`src/rtl/pint_pkg.sv`:
```
package pint_pkg;
  localparam int ADDR_W = 3;

  typedef enum logic [ADDR_W-1:0] {
    REG_MODE = 3'd0,
    REG_POL  = 3'd1,
    REG_FLAG = 3'd2,
    REG_MASK = 3'd3,
    REG_DSEL = 3'd4
  } reg_addr_e;
endpackage

```
`src/rtl/pint_sync.sv`:
```
module pint_sync #(
  parameter int N = 16
) (
  input  logic         clk,
  input  logic         rst,
  input  logic [N-1:0] pin_i,
  output logic [N-1:0] sync_o
);
  logic [N-1:0] meta_q;
  logic [N-1:0] sync_q;

  always_ff @(posedge clk) begin
    if (rst) begin
      meta_q <= '0;
      sync_q <= '0;
    end else begin
      meta_q <= pin_i;
      sync_q <= meta_q;
    end
  end

  assign sync_o = sync_q;
endmodule

```
`src/rtl/pint_detect.sv`:
```
module pint_detect #(
  parameter int N = 16
) (
  input  logic         clk,
  input  logic         rst,
  input  logic [N-1:0] sync_i,
  input  logic [N-1:0] mode_i,
  input  logic [N-1:0] pol_i,
  output logic [N-1:0] trig_o
);
  logic [N-1:0] hist_q;

  always_ff @(posedge clk) begin
    if (rst) hist_q <= '0;
    else     hist_q <= sync_i;
  end

  for (genvar i = 0; i < N; i++) begin : g_line
    logic rise, fall, lvl;
    assign rise = sync_i[i] & ~hist_q[i];
    assign fall = ~sync_i[i] & hist_q[i];
    assign lvl  = (sync_i[i] == pol_i[i]);
    assign trig_o[i] = mode_i[i] ? (pol_i[i] ? rise : fall) : lvl;

    // Edge mode: one event per edge while settings hold still.
    assert_edge_once_R2: assert property (@(posedge clk) disable iff (rst)
      (trig_o[i] && mode_i[i]) |=>
        (!trig_o[i] || !$stable(mode_i[i]) || !$stable(pol_i[i])));
  end
endmodule

```
`src/rtl/pint_flags.sv`:
```
module pint_flags #(
  parameter int N = 16
) (
  input  logic         clk,
  input  logic         rst,
  input  logic [N-1:0] trig_i,
  input  logic [N-1:0] clr_i,
  output logic [N-1:0] flag_o
);
  logic [N-1:0] flag_q;

  always_ff @(posedge clk) begin
    if (rst) flag_q <= '0;
    else     flag_q <= (flag_q & ~clr_i) | trig_i;
  end

  assign flag_o = flag_q;

  for (genvar i = 0; i < N; i++) begin : g_chk
    assert_flag_sticky_R4: assert property (@(posedge clk) disable iff (rst)
      (flag_q[i] && !clr_i[i]) |=> flag_q[i]);
    assert_set_wins_R5: assert property (@(posedge clk) disable iff (rst)
      trig_i[i] |=> flag_q[i]);
    assert_clear_R5: assert property (@(posedge clk) disable iff (rst)
      (clr_i[i] && !trig_i[i]) |=> !flag_q[i]);
  end
endmodule

```
`src/rtl/pint_regs.sv`:
```
module pint_regs
  import pint_pkg::*;
#(
  parameter int N      = 16,
  parameter int DATA_W = 32,
  parameter int SEL_W  = 4
) (
  input  logic              clk,
  input  logic              rst,
  input  logic              wr_en_i,
  input  logic              rd_en_i,
  input  logic [ADDR_W-1:0] addr_i,
  input  logic [DATA_W-1:0] wdata_i,
  input  logic [N-1:0]      flag_i,
  output logic [N-1:0]      mode_o,
  output logic [N-1:0]      pol_o,
  output logic [N-1:0]      mask_o,
  output logic [SEL_W-1:0]  sel_o,
  output logic [N-1:0]      clr_o,
  output logic [DATA_W-1:0] rdata_o
);
  logic [N-1:0]      mode_q, pol_q, mask_q;
  logic [SEL_W-1:0]  sel_q;
  logic [DATA_W-1:0] rmux;
  logic [DATA_W-1:0] rdata_q;

  always_ff @(posedge clk) begin
    if (rst) begin
      mode_q <= '1;
      pol_q  <= '1;
      mask_q <= '0;
      sel_q  <= '0;
    end else if (wr_en_i) begin
      case (addr_i)
        REG_MODE: mode_q <= wdata_i[N-1:0];
        REG_POL:  pol_q  <= wdata_i[N-1:0];
        REG_MASK: mask_q <= wdata_i[N-1:0];
        REG_DSEL: sel_q  <= wdata_i[SEL_W-1:0];
        default:  ;
      endcase
    end
  end

  assign clr_o = (wr_en_i && addr_i == REG_FLAG) ? wdata_i[N-1:0] : '0;

  always_comb begin
    rmux = '0;
    case (addr_i)
      REG_MODE: rmux[N-1:0]     = mode_q;
      REG_POL:  rmux[N-1:0]     = pol_q;
      REG_FLAG: rmux[N-1:0]     = flag_i;
      REG_MASK: rmux[N-1:0]     = mask_q;
      REG_DSEL: rmux[SEL_W-1:0] = sel_q;
      default:  rmux            = '0;
    endcase
  end

  always_ff @(posedge clk) begin
    if (rst)          rdata_q <= '0;
    else if (rd_en_i) rdata_q <= rmux;
  end

  assign mode_o  = mode_q;
  assign pol_o   = pol_q;
  assign mask_o  = mask_q;
  assign sel_o   = sel_q;
  assign rdata_o = rdata_q;

  assert_unused_wr_R10: assert property (@(posedge clk) disable iff (rst)
    (wr_en_i && addr_i > REG_DSEL) |=>
      ($stable(mode_q) && $stable(pol_q) && $stable(mask_q) && $stable(sel_q)));
endmodule

```
`src/rtl/pint_unit.sv`:
```
module pint_unit
  import pint_pkg::*;
#(
  parameter int N      = 16,
  parameter int DATA_W = 32
) (
  input  logic              clk,
  input  logic              rst,
  input  logic [N-1:0]      pin_i,
  input  logic              wr_en_i,
  input  logic              rd_en_i,
  input  logic [ADDR_W-1:0] addr_i,
  input  logic [DATA_W-1:0] wdata_i,
  output logic [DATA_W-1:0] rdata_o,
  output logic              irq_o,
  output logic              wake_o,
  output logic              dma_o
);
  localparam int SEL_W = (N > 1) ? $clog2(N) : 1;

  logic [N-1:0]     sync, trig, trig_q, flag, mode, pol, mask, clr;
  logic [SEL_W-1:0] sel;
  logic             irq_q, wake_q, dma_q;

  pint_sync #(.N(N)) u_sync (
    .clk(clk), .rst(rst), .pin_i(pin_i), .sync_o(sync));

  pint_detect #(.N(N)) u_det (
    .clk(clk), .rst(rst), .sync_i(sync), .mode_i(mode), .pol_i(pol),
    .trig_o(trig));

  pint_flags #(.N(N)) u_flags (
    .clk(clk), .rst(rst), .trig_i(trig), .clr_i(clr), .flag_o(flag));

  pint_regs #(.N(N), .DATA_W(DATA_W), .SEL_W(SEL_W)) u_regs (
    .clk(clk), .rst(rst), .wr_en_i(wr_en_i), .rd_en_i(rd_en_i),
    .addr_i(addr_i), .wdata_i(wdata_i), .flag_i(flag), .mode_o(mode),
    .pol_o(pol), .mask_o(mask), .sel_o(sel), .clr_o(clr), .rdata_o(rdata_o));

  always_ff @(posedge clk) begin
    if (rst) begin
      trig_q <= '0;
      irq_q  <= 1'b0;
      wake_q <= 1'b0;
      dma_q  <= 1'b0;
    end else begin
      trig_q <= trig;
      irq_q  <= |(flag & mask);
      wake_q <= |((flag | trig) & mask);
      dma_q  <= trig[sel] & ~trig_q[sel];
    end
  end

  assign irq_o  = irq_q;
  assign wake_o = wake_q;
  assign dma_o  = dma_q;

  assert_irq_set_R6: assert property (@(posedge clk) disable iff (rst)
    (|(flag & mask)) |=> irq_o);
  assert_irq_clr_R6: assert property (@(posedge clk) disable iff (rst)
    !(|(flag & mask)) |=> !irq_o);
  assert_wake_cover_R8: assert property (@(posedge clk) disable iff (rst)
    irq_o |-> wake_o);
  assert_dma_source_R7: assert property (@(posedge clk) disable iff (rst)
    dma_o |-> $past(|trig));
  assert_reset_quiet_R1: assert property (@(posedge clk)
    rst |=> (!irq_o && !wake_o && !dma_o));
endmodule

```
`config.mk`:
```
export PLATFORM = sky130hd
export DESIGN_NAME = pint_unit
export DESIGN_NICKNAME = d
export VERILOG_FILES = /design/src/rtl/pint_pkg.sv /design/src/rtl/pint_sync.sv /design/src/rtl/pint_detect.sv /design/src/rtl/pint_flags.sv /design/src/rtl/pint_regs.sv /design/src/rtl/pint_unit.sv
export SDC_FILE = /design/constraint.sdc
export NUM_CORES = 1
export LEC_CHECK = 0
export ABC_AREA = 0
export BUFFER_PORTS_ARGS = -buffer_cell sky130_fd_sc_hd__buf_2
export CAP_MARGIN = 20
export CORE_MARGIN = 2
export CORE_UTILIZATION = 30
export CTS_CLUSTER_SIZE = 8
export DETAILED_ROUTE_END_ITERATION = 16
export GPL_ROUTABILITY_DRIVEN = 1
export MAX_ROUTING_LAYER = met4
export PLACE_DENSITY_LB_ADDON = 0.08
export SLEW_MARGIN = 20
export SYNTH_ARGS = -nofsm -noshare
export SYNTH_HDL_FRONTEND = slang
export SYNTH_SLANG_ARGS = --single-unit
```
`constraint.sdc`:
```
create_clock -name clk -period 1.4 [get_ports clk]
set_input_delay 0.28 -clock clk [delete_from_list [all_inputs] [get_ports clk]]
set_output_delay 0.28 -clock clk [all_outputs]
set_load 0.01 [all_outputs]
```
# After elaboration in Yosys (flattened, before gate mapping)

Cells that the tools add are included.

Flip-flop bits (word level): 151
Bits in latches: 0
RAM bits: 0
Memory bits (read-only): 0
Output and inout bits: 35
Memories: 0

$add $sub $neg: 0
$mul: 0
Div/mod/pow operators: 0
Order comparisons: 1
Eq/ne operators: 20
Shift operators: 0
Multiplexer cells: 39
Bitwise operators: 72
Reductions and logical operators: 8

Operators by type and width:

| kind                                                       | number |
|---|---|
| AND 16 bit                                                 | 3 |
| one-hot mux 12 bit (4 select lines)                        | 1 |
| 2-to-1 mux 1 bit                                           | 34 |
| AND 1 bit                                                  | 33 |
| inverter 1 bit                                             | 33 |
| bitwise OR 16 bit                                          | 2 |
| OR reduction 16 bit                                        | 2 |
| one-hot mux 4 bit (5 select lines)                         | 1 |
| equality test 1 bit                                        | 16 |
| 2-to-1 mux 16 bit                                          | 1 |
| inverter 16 bit                                            | 1 |
| binary-select mux 1 bit (select 4 bit)                     | 2 |
| AND reduction 2 bit                                        | 4 |
| equality test 3 x 2 -> 1 bit, second input constant        | 2 |
| less-than comparator 4 x 5 -> 1 bit, second input constant | 1 |
| equality test 3 x 1 -> 1 bit, second input constant        | 1 |
| equality test 3 bit, second input constant                 | 1 |
| zero test 3 bit                                            | 1 |
| logical AND 1 bit                                          | 1 |

# Depth between registers and ports, before layout

Depth after elaboration: 7
Mapped depth: 7

# By module

Synthesis repeated with hierarchy kept, for this count alone.

Cell total of the unflattened synthesis: 675
Area total of the unflattened synthesis: 6,568.8 um^2

By module, submodules not included:

| module      | times used | cells an instance | area each (um^2) | sequential area each (um^2) |
|---|---|---|---|---|
| pint_regs   | 1          | 347               | 3,347.0          | 1,361.3 |
| pint_unit   | 1          | 98                | 875.8            | 380.4 |
| pint_sync   | 1          | 67                | 863.3            | 640.6 |
| pint_detect | 1          | 97                | 853.3            | 320.3 |
| pint_flags  | 1          | 66                | 629.4            | 320.3 |

# Worst setup path after synthesis

No wires, ideal clock.

Path kind: register -> register
Start: reg u_regs.sel_q[0], in the netlist u_regs.sel_o[0]
End: reg dma_q, in the netlist dma_o
Data arrival time: 1,384 ps
Data required time: 1,325 ps
Path slack: -59 ps
Stages on the path, launching flop included: 5
Buffers on the path: 0
Path through: dfxtp_1 mux4_2 a211oi_2 o311ai_1 o22ai_1

Cells in the longest elaborated chain, start to end: 4

Ends and longest elaborated chain:

| element                                | line            | RTL |
|---|---|---|
| start: declaration                     | pint_regs.sv:23 | `logic [SEL_W-1:0] sel_q;` |
| start signal: assignment               | pint_regs.sv:38 | `REG_DSEL: sel_q <= wdata_i[SEL_W-1:0];` |
| binary-select mux 1 bit (select 4 bit) | pint_unit.sv:50 | `dma_q <= trig[sel] & ~trig_q[sel];` |
| 2-to-1 mux 1 bit (not written as such) | pint_unit.sv:50 |  |
| inverter 1 bit                         | pint_unit.sv:50 |  |
| AND 1 bit *                            | pint_unit.sv:50 |  |
| end signal: assignment                 | pint_unit.sv:50 |  |
| end: declaration                       | pint_unit.sv:23 | `logic irq_q, wake_q, dma_q;` |

Mark *: on every way between the ends. The rest lies on a longest branch, timed or not. The select of a mux whose other input is x is not followed.
A chain may end at the register's enable or synchronous reset.

# Final worst setup path

Start: reg u_regs.mode_q[0], in the netlist u_regs.mode_o[0]
End: reg wake_q, in the netlist wake_o

Cells in the longest elaborated chain, start to end: 4

Ends and longest elaborated chain:

| element                  | line              | RTL |
|---|---|---|
| start: declaration       | pint_regs.sv:22   | `logic [N-1:0] mode_q, pol_q, mask_q;` |
| start signal: assignment | pint_regs.sv:35   | `REG_MODE: mode_q <= wdata_i[N-1:0];` |
| 2-to-1 mux 1 bit         | pint_detect.sv:23 | `assign trig_o[i] = mode_i[i] ? (pol_i[i] ? rise : fall) : lvl;` |
| bitwise OR 16 bit        | pint_unit.sv:49   | `wake_q <= \|((flag \| trig) & mask);` |
| AND 16 bit               | pint_unit.sv:49   |  |
| OR reduction 16 bit      | pint_unit.sv:49   |  |
| end signal: assignment   | pint_unit.sv:49   |  |
| end: declaration         | pint_unit.sv:23   |  |

No other way between the ends.

==> results_dict.tcl <==
set metrics [dict create \
    rsz0062_at_grt "yes" \
    hold_buffers 0 \
    ys_types 44 \
    hold_path.class "in2reg" \
    cts_buffer_depth 2 \
    cp.depth 5 \
    grt_pass1_vias 5119 \
    r2r_cells 5 \
    clk_latency_ns 0.43 \
    htreeDepth 4 \
    finClkSkew_ns 0.00639 \
    io_buffers 57 \
    synth-seq-area-share_pct 49.2 \
    holdPathStages 2 \
    routed_wl_mm 18.6 \
    crit_family "compound AO/OA/AOI/OAI gates" \
    register_area_um2 3030 \
    maxSlewHeadroom_pct 43.9 \
    fin_crit_sh_pct 117 \
    crit_required_ns 1.69 \
    die_height_um 147 \
    drc_errors 0 \
    antenna_found_initial 0 \
    r2r_slack_ns -0.24 \
    area_growth_pct 31.6 \
    multi_input_area_um2 2950 \
    place_inst 1088 \
    cts_root_buf "clkbuf_16" \
    grt_pass1_wl_mm 28.7 \
    fillers 2051 \
    cts_tree "done" \
    pre_cts_ws_ns -0.375 \
    stdcell_count 1118 \
    drive_gt1_share_pct 28.2 \
    tightest_slew_ns 0.840 \
    period_needed_ns 1.64 \
    whs_ns 0.0553 \
    post_cts_buffers 0 \
    mostFrequentLayoutCells "dfxtp_1 (146), nand2_1 (131), buf_4 (101)" \
    die_w_um 147 \
    numClockSinks 151 \
    status "finished with violations" \
    start_kind "register" \
    p_leak_nw 3.41 \
    endpoint_kind "register" \
    vdd_drop_max_mv 0.789 \
    drtAntennaViolNets 0 \
    path_class "reg2reg" \
    syn-cell-area_um2 6150 \
    drv_cap 0 \
    coreArea_um2 20200 \
    setup_ws_ns -0.235 \
    n_antenna_cell 0 \
    fmax_mhz 611 \
    start_util_pct 30.5 \
    synth_edf_count 0 \
    drt_iter0_drc 335 \
    clkTransAtPathRegs_ns 0.06 \
    setup_viol 2 \
    final_common_cell "dfxtp_1" \
    worstPathMaxFanout 3 \
    io_pins 90 \
    cpPeakStageDelay_ns 0.35 \
    hold_viol_final 0 \
    grt.total_usage_pct 18.1 \
    path_cells "or2b_1 -> a221oi_4 -> o2111ai_1 -> nor4_2 -> a41oi_1" \
    grt_start_max_net_pins 36 \
    violations "negative setup slack" \
    cts_buffers 17 \
    ys_warn_count 0 \
    path_buf_inv 0 \
    vias 5233 \
    rows 52 \
    dp_hpwl_mm 13.6 \
    syn_inst 693 \
    place_congestion 0.884 \
    grt.overflow.total 0 \
    power.density_nw_per_um2 1240 \
    cp_slowest_cell "dfxtp_2" \
    yosys_register_bits 151 \
    synth_ff_type "dfxtp_1" \
    dieArea_um2 21700 \
    post_drt_wl_per_cell_um 16.6 \
    vias_per_cell 4.68 \
    synthArstFlopShare_pct 0 \
    nets 892 \
    dr.pass1.iters 4 \
    crit_arrival_ns 1.93 \
    synth.avg_cell_area_um2 8.87 \
    drv_slew 0 \
]
-- power by group --
part | switching, mW | internal, mW
clock network | 1.80 | 2.68
logic | 0.511 | 0.454
registers | 0.107 | 4.47
-- stage by stage --
stage                     cell area [µm²]  power, mW  setup TNS [ns]  utilization (%)
after floorplan                      6230       5.16       -0.000840                -
after global placement               7450       5.59           -5.04             36.9
after detailed placement             7450       5.61           -6.86             36.9
after CTS                            8030       10.1          -0.505             39.8
after global routing                 8090       10.4          -0.524             40.1
final                                8090       10.0          -0.368             40.1
-- sequential cells by signal, summed over array words and instances, names as in the netlist --
signal and count:
wake_o 1, u_regs.mask_o 16, u_sync.sync_o 16, u_regs.sel_o 4, u_regs.rdata_o 16, trig_q 16, u_regs.pol_o 16, u_det.hist_q 16
u_flags.flag_o 16, irq_o 1, dma_o 1, u_regs.mode_o 16, u_sync.meta_q 16
-- cell families (layout without fill, tap and decap cells) --
family	Yosys count	count (layout)	share of synthesized area (%)
AOI/OAI and AO/OA	124	124	13.5
DFF	151	151	49.2
other	1	16	0.0610
muxes	23	23	6.71
and+or+nand+nor	328	328	25.3
buffers and inverters	66	206	5.27
-- worst paths after layout --
path,start,endpoint
setup / recovery,u_regs.mode_o[0],wake_o
hold / removal,pin_i[11],u_sync.meta_q[11]
setup reg to reg,u_regs.mode_o[0],wake_o
hold reg to reg,u_sync.meta_q[9],u_sync.sync_o[9]
-- cell usage after synthesis, types with 3 or more instances --
cell	count	area share (%)
a21boi_0	12	1.5
a21oi_1	50	4.1
a221oi_1	4	0.57
a22o_1	4	0.57
a22oi_1	20	2.4
and2_1	5	0.51
buf_1	3	0.18
buf_2	8	0.65
buf_4	17	2.1
clkbuf_1	23	1.4
dfxtp_1	151	49
inv_1	13	0.79
mux2_2	3	0.55
mux2i_1	6	0.98
mux4_2	13	4.8
nand2_1	131	8.0
nand2b_1	24	2.4
nand3_1	33	2.7
nor2_1	54	3.3
nor2b_1	68	6.9
o21ai_0	6	0.49
o221ai_1	4	0.57
o22ai_1	7	0.71
or2_2	4	0.41
-- timing repair --
item	in CTS	in global routing
gates cloned	0	0
setup endpoints to repair	3	5
resized for setup	5	20
pin swaps	3	3
endpoints found under the hold margin	0	0
-- per-layer routing --
layer	wire [µm]	vias to the layer above	GRT usage, %	part of all wire [%]
met4	301	0	5.58	1.6
met2	8650	119	28.2	47
met1	8830	2488	23.5	48
met5	0	-	-	0
met3	789	23	4.07	4.2
li1	-	2603	-	-
-- cell type report --
class	instances	area share (%)
multi-input cells	491	36.5
flip-flops and latches	151	37.4
inverters	13	0.603
clock inverters	9	1.27
clock buffers	21	5.69
repair buffers	163	14.3
well taps	270	4.18
Power figures use the tool's default switching activity.
